## config.mk

```make
export PLATFORM = sky130hd
export DESIGN_NAME = bus_xcvr
export DESIGN_NICKNAME = d
export VERILOG_FILES = /design/src/rtl/xcvr_pkg.sv /design/src/rtl/xcvr_lane_ctrl.sv /design/src/rtl/xcvr_lane_dp.sv /design/src/rtl/xcvr_lane.sv /design/src/rtl/bus_xcvr.sv
export SDC_FILE = /design/constraint.sdc
export NUM_CORES = 1
export LEC_CHECK = 0
export BUFFER_PORTS_ARGS = -buffer_cell sky130_fd_sc_hd__buf_2
export CORE_MARGIN = 4
export CORE_UTILIZATION = 40
export DETAILED_ROUTE_END_ITERATION = 12
export PLACE_DENSITY = 0.73
export RECOVER_POWER = 50
export SYNTH_ARGS = -nofsm -noshare
export SYNTH_HDL_FRONTEND = slang
export SYNTH_SLANG_ARGS = --single-unit
export TNS_END_PERCENT = 10
```

## constraint.sdc

```tcl
create_clock -name clk -period 2.5 [get_ports clk]
set_clock_uncertainty 0.05 [all_clocks]
set_input_delay 0.25 -clock clk [delete_from_list [all_inputs] [get_ports clk]]
set_output_delay 0.25 -clock clk [all_outputs]
set_load 0.02 [all_outputs]
```

## src/rtl/xcvr_pkg.sv

```systemverilog
package xcvr_pkg;
  typedef struct packed {
    logic pass;
    logic load;
  } laneStrobe_t;
endpackage

```

## src/rtl/xcvr_lane_ctrl.sv

```systemverilog
module xcvr_lane_ctrl
  import xcvr_pkg::*;
(
  input  logic        clk,
  input  logic        rstN,
  input  logic        latchEn,
  input  logic        pathClk,
  input  logic        clkEnN,
  output laneStrobe_t strobe
);
  logic prevClk;
  logic rise;

  // previous sample resets high so a clock already high after reset is no edge
  always_ff @(posedge clk or negedge rstN) begin
    if (!rstN) prevClk <= 1'b1;
    else       prevClk <= pathClk;
  end

  assign rise = pathClk & ~prevClk;

  always_comb begin
    strobe.pass = latchEn;
    strobe.load = ~latchEn & rise & ~clkEnN;
  end

  // a load needs a low sample first, so two loads never come back to back
  p_single_load_r4: assert property (@(posedge clk) disable iff (!rstN)
    strobe.load |=> !strobe.load);
endmodule

```

## src/rtl/xcvr_lane_dp.sv

```systemverilog
module xcvr_lane_dp
  import xcvr_pkg::*;
#(
  parameter int WIDTH = 18
) (
  input  logic             clk,
  input  logic             rstN,
  input  laneStrobe_t      strobe,
  input  logic             oeN,
  input  logic [WIDTH-1:0] dataIn,
  output logic [WIDTH-1:0] dataOut,
  output logic             driveEn
);
  logic [WIDTH-1:0] store;

  always_ff @(posedge clk or negedge rstN) begin
    if (!rstN)                           store <= '0;
    else if (strobe.pass || strobe.load) store <= dataIn;
  end

  assign dataOut = strobe.pass ? dataIn : store;
  assign driveEn = ~oeN;

  p_hold_r3: assert property (@(posedge clk) disable iff (!rstN)
    (!strobe.pass && !strobe.load) |=> (strobe.pass || $stable(dataOut)));

  p_load_r4: assert property (@(posedge clk) disable iff (!rstN)
    strobe.load |=> (strobe.pass || dataOut == $past(dataIn)));

  p_fall_keeps_r7: assert property (@(posedge clk) disable iff (!rstN)
    strobe.pass |=> (strobe.pass || dataOut == $past(dataIn)));
endmodule

```

## src/rtl/xcvr_lane.sv

```systemverilog
module xcvr_lane
  import xcvr_pkg::*;
#(
  parameter int WIDTH = 18
) (
  input  logic             clk,
  input  logic             rstN,
  input  logic             oeN,
  input  logic             latchEn,
  input  logic             pathClk,
  input  logic             clkEnN,
  input  logic [WIDTH-1:0] dataIn,
  output logic [WIDTH-1:0] dataOut,
  output logic             driveEn
);
  laneStrobe_t strobe;

  xcvr_lane_ctrl ctrl_i (
    .clk(clk), .rstN(rstN), .latchEn(latchEn),
    .pathClk(pathClk), .clkEnN(clkEnN), .strobe(strobe)
  );

  xcvr_lane_dp #(.WIDTH(WIDTH)) dp_i (
    .clk(clk), .rstN(rstN), .strobe(strobe), .oeN(oeN),
    .dataIn(dataIn), .dataOut(dataOut), .driveEn(driveEn)
  );

  p_transparent_r2: assert property (@(posedge clk) disable iff (!rstN)
    latchEn |-> dataOut == dataIn);

  p_gated_r5: assert property (@(posedge clk) disable iff (!rstN)
    (clkEnN && !latchEn) |=> (latchEn || $stable(dataOut)));
endmodule

```

## src/rtl/bus_xcvr.sv

```systemverilog
module bus_xcvr #(
  parameter int WIDTH = 18
) (
  input  logic             clk,
  input  logic             rstN,
  input  logic             abOeN,
  input  logic             abLatchEn,
  input  logic             abClk,
  input  logic             abClkEnN,
  input  logic [WIDTH-1:0] aIn,
  output logic [WIDTH-1:0] bOut,
  output logic             bDrive,
  input  logic             baOeN,
  input  logic             baLatchEn,
  input  logic             baClk,
  input  logic             baClkEnN,
  input  logic [WIDTH-1:0] bIn,
  output logic [WIDTH-1:0] aOut,
  output logic             aDrive
);
  xcvr_lane #(.WIDTH(WIDTH)) abLane_i (
    .clk(clk), .rstN(rstN), .oeN(abOeN), .latchEn(abLatchEn),
    .pathClk(abClk), .clkEnN(abClkEnN), .dataIn(aIn),
    .dataOut(bOut), .driveEn(bDrive)
  );

  xcvr_lane #(.WIDTH(WIDTH)) baLane_i (
    .clk(clk), .rstN(rstN), .oeN(baOeN), .latchEn(baLatchEn),
    .pathClk(baClk), .clkEnN(baClkEnN), .dataIn(bIn),
    .dataOut(aOut), .driveEn(aDrive)
  );
endmodule

```

==> results_dict.tcl <==
set metrics [dict create \
    status "finished, final reports clean" \
    p_int_w 0.001045 \
    routed_wl_um 5474 \
    leakagePower_nw 1.269 \
    yosysMostFrequentCell "nand2_1" \
    layout.nets 358 \
    fp.coreArea_um2 5507 \
    path_class "in2reg" \
    ys_ff_latch 38 \
    diodes 0 \
    final.min_clock_period_ns 1.752 \
    synth_cells 242 \
    port_buffers 83 \
    drt_first_pass_iters 4 \
    cts_sinks 38 \
    yosys.area.top_type_share_pct 39.69 \
    seq_area_frac_synth_pct 42.01 \
    drc_errors 0 \
    vias 2022 \
    synth_area_um2 2270 \
    hold_class "in2async" \
    worstPathCellList "clkbuf_1 > nor3b_4 > o211ai_1" \
    ant_nets 0 \
    ys.warnings.count 0 \
    ys_types 11 \
    wire_per_inst_um 14.22 \
    cts-resized-gates 0 \
    synth_nets 288 \
    drtIter0Drc 75 \
    worstPathMaxFanout 20 \
    pwr-share-seq_pct 46.2 \
    power_density_nw_per_um2 553.6 \
    fin_tns_setup_ns 0 \
    ios 84 \
    cts_buffer_depth 2 \
    fillerInstances 555 \
    p_switching_w 0.0004741 \
    die_h_um 83.33 \
    synth.area.top_cells "dfrtp_1 40%, nand4bb_1 18%, nand2_1 12%" \
    worst_pin_slew_ns 0.8865 \
    holdWs_ns 0.03388 \
    hold_viol_final 0 \
    cts_root_buf "clkbuf_8" \
    slowest_delay_ns 0.77 \
    finalSetupViolCount 0 \
    drv_cap 0 \
    synth_edf_count 0 \
    clkPwrFrac_pct 28.9 \
    combPwrFrac_pct 24.9 \
    worstSkewPairLatency_ns 0.28 \
    vdd_drop_max_mv 0.2991 \
    grt-ovfl-total 0 \
    finalWeightedCongestion 0.7663 \
    period_share_pct 70.08 \
    crit_arrival_ns 1.84 \
    floorplan.initialDensity_pct 41.22 \
    cts_hold_buf 0 \
    cp_slowest_cell "nor3b_4" \
    drive_gt1_share_pct 24.60 \
    viasPerCell 5.252 \
    detailedPlace.worstSlack_ns 0.8018 \
    htreeDepth 2 \
    post_dp_cell_area_um2 2675 \
    grt_max_degree 39 \
    yosysTopAreaCell "dfrtp_1" \
    end_kind "flip-flop" \
    grt_pass1_wl_um 9556 \
    reg2regPathDepth 2 \
    critPathRequiredTime_ns 2.59 \
    switching_share_pct 31.20 \
    postCtsSetupBuffers 0 \
    grt_antenna_before_repair 0 \
    synth_ff_type "dfrtp_1" \
    fin_ws_ns 0.7480 \
    dieArea_um2 6943 \
    hpwlAfterDp_um 3708 \
    relSlewSlack_pct 40.90 \
    synthToLayoutAreaGrowth_pct 20.95 \
    cts_tree "yes" \
    rsz0062_at_grt "no" \
    fmax_ghz 0.5708 \
    row_count 27 \
    fin_area_um2 2745 \
    die_w_um 83.33 \
    cts-buffers-inserted 5 \
    report.final.slew_viol_count 0 \
    async_flop_share_pct 100.0 \
    grt_util_all_layers_pct 16.18 \
    startpoint_type "input port" \
    cts.clk_slew.worst_paths_ns 0.07 \
    syn_avg_cell_area_um2 9.379 \
    grt_pass1_vias 2033 \
    synth.top_cells.by_count "72 x nand2_1, 36 x dfrtp_1, 36 x nand2b_1, 36 x nand4bb_1, 36 x o211ai_1" \
]
## flip-flops by register name, summed over array words and instances, names as in the netlist
signal / cells
abLane_i.dp_i.store: 18
baLane_i.dp_i.store: 18
abLane_i.ctrl_i.prevClk: 1
baLane_i.ctrl_i.prevClk: 1
## per-layer routing
metal	global-route usage, %	vias to the layer above	wire length (um)
met5	0	-	0
met4	3.120	0	36
met3	5.159	6	456
met2	24.42	83	2303
met1	22.80	928	2678
li1	-	1005	-
## kinds of logic (layout without fill, tap and decap cells)
kind of cell           Yosys count  after routing  synth area share [%]
AO/OA/AOI/OAI                   36             36                 11.91
AND/OR/NAND/NOR                146            146                 41.35
buffers and inverters           22             93                 4.741
flip-flops                      38             38                 42.01
## stage by stage
step	utilization (%)	power (W)	cells
floorplan	-	0.0009588	242
global placement	48.58	0.001094	377
detailed placement	48.58	0.001102	377
CTS	50.24	0.001549	385
global route	49.85	0.001612	385
finish	49.85	0.001520	385
## power groups by stage
stage	registers, W	clock network, W	logic (W)
5_1_grt	0.000710	0.000480	0.000422
2_1_floorplan	0.000702	0	0.000257
6_report	0.000702	0.000439	0.000379
3_3_place_gp	0.000713	0	0.000381
3_5_place_dp	0.000715	0	0.000387
4_1_cts	0.000703	0.000457	0.000389
## path summary, 6_finish.rpt
path	endpoint	startpoint	slack [ns]
setup / recovery	baLane_i.dp_i.store[14]	baClk	0.75
hold / removal	abLane_i.dp_i.store[17]	rstN	0.03
setup reg to reg	baLane_i.dp_i.store[14]	baLane_i.ctrl_i.prevClk	0.96
hold reg to reg	baLane_i.dp_i.store[10]	baLane_i.dp_i.store[10]	0.52
max in group asynchronous	abLane_i.dp_i.store[5]	rstN	1.81
min in group clk	baLane_i.dp_i.store[6]	bIn[6]	0.17
## cell usage in the layout (no fill, tap or decap), drive strengths merged
| cell type | count |
|---|---|
| nor3b | 2 |
| dfstp | 2 |
| inv | 2 |
| nand2b | 36 |
| o211ai | 36 |
| dfrtp | 36 |
| nand4bb | 36 |
| buf | 66 |
| clkbuf | 24 |
| nand2 | 72 |
| clkinv | 1 |
## critical path: cells and delay by family
kind | cells | cell delay (ns)
buf+inv | 1 | 0.62
compound gates | 1 | 0.19
simple gates | 1 | 0.77
## final cells by class
class / count / area (um2) / share of cell area, %
inverters: 2 / 7.507 / 0.2735
repair buffers: 83 / 394.1 / 14.36
multi-input cells: 182 / 1209 / 44.03
well taps: 72 / 90.09 / 3.282
flip-flops and latches: 38 / 953.4 / 34.73
clock buffers: 7 / 86.33 / 3.145
clock inverters: 1 / 5.005 / 0.1823
Power figures use the tool's default switching activity.
